===== src/rtl/dpca_pkg.sv =====
package dpca_pkg;
  localparam int ADDR_W = 13;

  typedef enum logic [1:0] {
    OWN_NONE   = 2'b00,
    OWN_L_BUSY = 2'b01,
    OWN_R_BUSY = 2'b10
  } own_e;

  typedef struct packed {
    logic              en;
    logic [ADDR_W-1:0] addr;
  } port_req_t;
endpackage


===== src/rtl/dpca_port_track.sv =====
module dpca_port_track
  import dpca_pkg::*;
(
  input  logic      clk,
  input  logic      rst_n,
  input  port_req_t req,
  output logic      steady
);
  port_req_t prev_q, prev_d;

  always_comb begin
    prev_d = req;
  end

  always_ff @(posedge clk or negedge rst_n) begin
    if (!rst_n) prev_q <= '0;
    else        prev_q <= prev_d;
  end

  assign steady = (prev_q == req);
endmodule


===== src/rtl/dpca_arb_core.sv =====
module dpca_arb_core
  import dpca_pkg::*;
(
  input  logic clk,
  input  logic rst_n,
  input  logic match,
  input  logic steady_l,
  input  logic steady_r,
  output logic busy_l,
  output logic busy_r
);
  own_e own_q, own_d;

  always_comb begin
    own_d = own_q;
    if (!match)                   own_d = OWN_NONE;
    else if (own_q != OWN_NONE)   own_d = own_q;
    else if (steady_l && !steady_r) own_d = OWN_R_BUSY;
    else if (steady_r && !steady_l) own_d = OWN_L_BUSY;
    else                          own_d = OWN_R_BUSY;
  end

  always_ff @(posedge clk or negedge rst_n) begin
    if (!rst_n) own_q <= OWN_NONE;
    else        own_q <= own_d;
  end

  assign busy_l = (own_q == OWN_L_BUSY);
  assign busy_r = (own_q == OWN_R_BUSY);

  a_r3_never_both: assert property (@(posedge clk) disable iff (!rst_n)
    !(busy_l && busy_r));
  a_r1_no_match_clears: assert property (@(posedge clk) disable iff (!rst_n)
    !match |=> (!busy_l && !busy_r));
  a_r5_hold_right: assert property (@(posedge clk) disable iff (!rst_n)
    (busy_r && match) |=> (busy_r && !busy_l));
  a_r5_hold_left: assert property (@(posedge clk) disable iff (!rst_n)
    (busy_l && match) |=> (busy_l && !busy_r));
  a_r4_tie_right: assert property (@(posedge clk) disable iff (!rst_n)
    (match && !busy_l && !busy_r && !steady_l && !steady_r) |=> busy_r);
endmodule


===== src/rtl/dpca_wr_gate.sv =====
module dpca_wr_gate (
  input  logic master_mode,
  input  logic en,
  input  logic wr,
  input  logic busy_int,
  input  logic busy_ext,
  output logic wr_ok
);
  logic busy_eff;

  always_comb begin
    busy_eff = master_mode ? busy_int : busy_ext;
    wr_ok    = wr && en && !busy_eff;
  end
endmodule


===== src/rtl/dpca_collision_arbiter.sv =====
module dpca_collision_arbiter
  import dpca_pkg::*;
(
  input  logic              clk,
  input  logic              rst_n,
  input  logic              master_mode,
  input  logic              left_en,
  input  logic [ADDR_W-1:0] left_addr,
  input  logic              left_wr,
  input  logic              left_busy_in,
  input  logic              right_en,
  input  logic [ADDR_W-1:0] right_addr,
  input  logic              right_wr,
  input  logic              right_busy_in,
  output logic              left_busy_out,
  output logic              right_busy_out,
  output logic              left_wr_ok,
  output logic              right_wr_ok
);
  localparam int NPORT = 2;

  // reset: asynchronous assert, synchronous release
  logic [1:0] rst_sync_q;
  logic       rst_core_n;

  always_ff @(posedge clk or negedge rst_n) begin
    if (!rst_n) rst_sync_q <= 2'b00;
    else        rst_sync_q <= {rst_sync_q[0], 1'b1};
  end
  assign rst_core_n = rst_sync_q[1];

  port_req_t  req   [NPORT];
  logic [NPORT-1:0] steady;
  logic [NPORT-1:0] en_v, wr_v, bext_v, bint_v, ok_v;
  logic match, busy_l, busy_r;

  assign req[0] = '{en: left_en,  addr: left_addr};
  assign req[1] = '{en: right_en, addr: right_addr};
  assign en_v   = {right_en, left_en};
  assign wr_v   = {right_wr, left_wr};
  assign bext_v = {right_busy_in, left_busy_in};
  assign bint_v = {busy_r, busy_l};
  assign match  = left_en && right_en && (left_addr == right_addr);

  for (genvar p = 0; p < NPORT; p++) begin : g_port
    dpca_port_track u_trk (
      .clk    (clk),
      .rst_n  (rst_core_n),
      .req    (req[p]),
      .steady (steady[p])
    );
    dpca_wr_gate u_gate (
      .master_mode (master_mode),
      .en          (en_v[p] && rst_core_n),
      .wr          (wr_v[p]),
      .busy_int    (bint_v[p]),
      .busy_ext    (bext_v[p]),
      .wr_ok       (ok_v[p])
    );
  end

  dpca_arb_core u_core (
    .clk      (clk),
    .rst_n    (rst_core_n),
    .match    (match),
    .steady_l (steady[0]),
    .steady_r (steady[1]),
    .busy_l   (busy_l),
    .busy_r   (busy_r)
  );

  assign left_busy_out  = master_mode && busy_l;
  assign right_busy_out = master_mode && busy_r;
  assign left_wr_ok     = ok_v[0];
  assign right_wr_ok    = ok_v[1];

  a_r3_outs_exclusive: assert property (@(posedge clk) disable iff (!rst_core_n)
    !(left_busy_out && right_busy_out));
  a_r6_left_gated: assert property (@(posedge clk) disable iff (!rst_core_n)
    (master_mode && left_busy_out) |-> !left_wr_ok);
  a_r7_slave_quiet: assert property (@(posedge clk) disable iff (!rst_core_n)
    !master_mode |-> (!left_busy_out && !right_busy_out));
  a_r2_rise_needs_match: assert property (@(posedge clk) disable iff (!rst_core_n)
    $rose(busy_l) |-> $past(match));
endmodule


===== config.mk =====
export PLATFORM = sky130hd
export DESIGN_NAME = dpca_collision_arbiter
export DESIGN_NICKNAME = d
export VERILOG_FILES = /design/src/rtl/dpca_pkg.sv /design/src/rtl/dpca_port_track.sv /design/src/rtl/dpca_arb_core.sv /design/src/rtl/dpca_wr_gate.sv /design/src/rtl/dpca_collision_arbiter.sv
export SDC_FILE = /design/constraint.sdc
export NUM_CORES = 1
export LEC_CHECK = 0
export CAP_MARGIN = 20
export CORE_AREA = 2 2 61 63
export CTS_CLUSTER_SIZE = 12
export DETAILED_ROUTE_END_ITERATION = 10
export DIE_AREA = 0 0 63 65
export PLACE_DENSITY = 0.71
export SYNTH_ARGS = -nofsm -noshare
export SYNTH_HDL_FRONTEND = slang
export SYNTH_SLANG_ARGS = --single-unit
export TNS_END_PERCENT = 10

===== constraint.sdc =====
create_clock -name clk -period 2.6 [get_ports clk]
set_input_delay 0.39 -clock clk [delete_from_list [all_inputs] [get_ports clk]]
set_output_delay 0.39 -clock clk [all_outputs]
set_load 0.05 [all_outputs]

---- Yosys cells after proc, flatten, opt, wreduce, memory -nomap -nowiden ----
Cells that the tools add are included.
operators by class
  equal/unequal tests ..................... 6
  mux-type cells .......................... 6
  reduce and logical (&&, ||, !) cells .... 17
operator list
  cell                                                             count
  14-bit == test                                                   2
  13-bit == test                                                   1
  1-bit logical AND                                                12
  2-bit two-way mux                                                4
  1-bit zero test                                                  4
  2-bit by 1-bit == test with 1-bit output, second input constant  1
  2-bit == test, second input constant                             1
  1-bit two-way mux                                                2
  2-bit != test, second input constant                             1
  2-bit nonzero test                                               1
word-level totals
  register bits ........................... 32
  input port bits ......................... 35
  output and inout bits ................... 4

---- Depth between registers and ports, before layout ----
  depth in word-level cells ............... 7
  depth in mapped cells ................... 5
  mapped depth without buffers ............ 5

---- Hierarchy ----
A second synthesis with hierarchy kept.
second synthesis, totals
  cell total of the unflattened synthesis .. 105
  area total of the unflattened synthesis .. 1382.6 um^2
by module, submodules not included
  module                  instances  cells each  area each (um^2)
  dpca_port_track         2          33          508.0
  dpca_collision_arbiter  1          25          229.0
  dpca_arb_core           1          10          105.1
  dpca_wr_gate            2          2           16.3

---- Least setup slack after synthesis ----
Ideal clock, no wire load.
  path kind ............................... reg2out
  start ................................... reg rst_sync_q[1]
  end ..................................... out left_wr_ok
  arrival ................................. 2.195 ns
  path slack .............................. 0.015 ns
  cell stages (with the launch flop) ...... 3
  cell sequence ........................... dfrtp_1 -> nand3_1 -> nor3_1
on the way
  longest elaborated chain between the ends .. 3
RTL lines
  element                          RTL line                      source
  start: declaration               dpca_collision_arbiter.sv:23  logic [1:0] rst_sync_q;
  start signal: assignment         dpca_collision_arbiter.sv:28  else rst_sync_q <= {rst_sync_q[0], 1'b1};
  1-bit logical AND                dpca_collision_arbiter.sv:54  .en (en_v[p] && rst_core_n),
  1-bit logical AND (2 in series)  dpca_wr_gate.sv:13            wr_ok = wr && en && !busy_eff;
  end: declaration                 dpca_collision_arbiter.sv:17  output logic left_wr_ok,
Every way passes these cells.

---- Worst setup path after layout ----
  start ................................... in master_mode
  end ..................................... out left_wr_ok
on the way
  longest elaborated chain between the ends .. 3
RTL lines
  element             RTL line                     source
  start: declaration  dpca_collision_arbiter.sv:6  input logic master_mode,
  1-bit two-way mux   dpca_wr_gate.sv:12           busy_eff = master_mode ? busy_int : busy_ext;
  1-bit zero test     dpca_wr_gate.sv:13
  1-bit logical AND   dpca_wr_gate.sv:13
Every way passes these cells.

==> impl_metrics.ini <==
[synth]
ys_top_cells_by_area = dfrtp_1 60%, xor2_1 16%, xnor2_1 11%
netlist_top_cells_count = 32 x dfrtp_1, 24 x xor2_1, 17 x xnor2_1, 5 x nand4_1, 5 x nor4_1
synth_top_area_frac = 0.6015
synth_top_area_cell = dfrtp_1
synth_ff_type = dfrtp_1
syn_inst = 101
synth_warnings = 0
yosysMostFrequentCell = dfrtp_1
syn_area_per_cell_sq_um = 13.18
ys_ff_latch = 32
synthArstFlopShare = 1.000
synth_edf_count = 0
synth_cell_type_count = 17
synth_fp_nets = 136
seq_area_frac_synth = 0.6015
syn_area_sq_mm = 0.001331

[routing]
wl_per_cell_um = 13.13
first_pass_iters = 4
ant_nets = 0
drtIter0Drc = 26
routed-via-count = 883
wirelength_um = 2573
routed_via_density = 4.505
drcViolationCount = 0

[layout]
nNetsFinal = 182
num_antenna_cells = 0
final_cell_area_sq_mm = 0.001853
area_delta_synth_final_pct = 39.19
layout-drive-gt1-share = 0.08784

[global_routing]
grt_pass1_wl_um = 4347
grt_pass1_vias = 923
antenna_found_initial = 0
overflow = 0
grtUsageTotal = 0.1449
grt_max_degree = 31

[setup_path]
slowest_delay_ps = 450
crit_slowest_cell = clkdlybuf4s50_1
cp-end-kind = output port
crit_chain = clkdlybuf4s50_1 -> and3_1 -> nor3_1 -> buf_12
worst-setup-path-type = input pin to output port
reg2reg_depth = 5
crit_path_start_kind = input pin
rrSetupSlack_ps = 1130
critPathMaxFanout = 4
crit_family = buffers and inverters
path_buf_inv = 2
r2r_start = g_port[0].u_trk.prev_q[0]
r2r_end = u_core.own_q[0]
crit_required_ps = 2210
arrival_ps = 1590

[sta]
hold_viol = 0
setup_viol = 0
period_share = 0.7611
finalCriticalPeriod_ps = 1979
skew_ps = 4.589
fmax_mhz = 505.3
slew_violations = 0
final.setup.tns_ps = 0
rsz0062_at_grt = false

[cts]
cts_hold_buf = 0
cts_sinks = 32
cts_made_buffers = 5
cts_buffer_depth = 2
cts_tree = done
cts_root_buf = clkbuf_4
worstSkewPairLatency_ps = 320
post_cts_buffers = 0
h-tree-depth = 2
path_clk_slew_ps = 80
postCtsResizedCells = 0

[power]
p_comb_frac = 0.158
p_sw_mw = 0.2291
internal_power_mw = 0.7407
p_seq_frac = 0.548
swShare = 0.2363
power_density_mw_per_mm2 = 523.4
irDropWorstVdd_v = 0.0002754
fin_total_pwr_mw = 0.9698
power_leakage_nw = 0.7639
power_frac_clock = 0.294

[floorplan]
coreArea_sq_mm = 0.003496
die_x_um = 63
fp-row-count = 22
io-pin-count = 39
initial_core_util = 0.3808
die_y_um = 65
fp.dieArea_sq_mm = 0.004095

[run_status]
outcome = finished clean

[place]
placedInstanceArea_sq_mm = 0.001794
place.gp.congestion = 0.7729
dp_hpwl_um = 2052
portBuffers = 38

[flow_run]
max_cap_viol_count = 0

[hold_path]
hold_path.class = input pin to asynchronous set/reset pin
==> stage by stage <==
step,instances,hold slack (ps),setup slack (ps),utilization
after floorplan,101,94.41,15.33,-
after global placement,188,333.2,618.1,0.5132
after detailed placement,188,334.7,567.4,0.5132
after CTS,196,210.9,618.0,0.5301
after global routing,196,211.4,576.2,0.5301
final,196,224.3,621.1,0.5301
==> metal layers <==
layer,GRT usage,routed length (um)
met1,0.1744,1123
met2,0.2380,1270
met3,0.05556,150
met4,0.05000,29
met5,0,0
==> cells in the final DEF, fill, tap and decap left out <==
cell type,n
clkdlybuf4s50_1,34
dfrtp_1,32
xor2_1,24
xnor2_1,17
nor4_1,5
nand4_1,5
clkbuf_4,5
nand3_1,3
nor3_1,3
buf_4,3
nor2b_1,2
nor2_1,2
clkbuf_1,2
buf_12,2
inv_1,1
and3_1,1
and2_1,1
a41o_1,1
or4_4,1
a21oi_1,1
nor3b_2,1
clkbuf_8,1
conb_1,1
==> final cells by class <==
| cell class | count | area (sq um) |
|---|---|---|
| Fill cell | 334 | 1643 |
| Sequential cell | 32 | 800.8 |
| Multi-Input combinational cell | 68 | 526.8 |
| Timing Repair Buffer | 39 | 402.9 |
| Tap cell | 48 | 60.06 |
| Clock buffer | 8 | 58.81 |
| Inverter | 1 | 3.754 |
==> kinds of logic after synthesis <==
kind of cell | Yosys count | share of synthesized area
AO/OA/AOI/OAI | 2 | 0.01127
XOR/XNOR | 41 | 0.2697
buffers and inverters | 1 | 0.002817
flip-flops | 32 | 0.6015
other | 1 | 0.002817
AND/OR/NAND/NOR | 24 | 0.1118
==> registers in the layout, indices dropped and copies added, names as in the netlist <==
signal and flops:
g_port.u_trk.prev_q 28, rst_sync_q 2, u_core.own_q 2
==> power groups by stage <==
stage	clock network [mW]	logic, mW	registers (mW)
floorplan	0	0.0577	0.546
global placement	0	0.153	0.541
detailed placement	0	0.154	0.542
CTS	0.299	0.156	0.532
global route	0.322	0.168	0.534
finish	0.285	0.153	0.532
==> worst max-delay path by stage <==
stage,startpoint,endpoint,slack [ps],depth (start not counted)
floorplan,rst_sync_q[1],left_wr_ok,20,2
detailed placement,left_addr[0],u_core.own_q[0],570,6
finish,master_mode,left_wr_ok,620,4
global route,master_mode,left_wr_ok,580,4
global placement,left_addr[0],u_core.own_q[0],620,6
CTS,master_mode,left_wr_ok,620,4
Power figures use the tool's default switching activity.
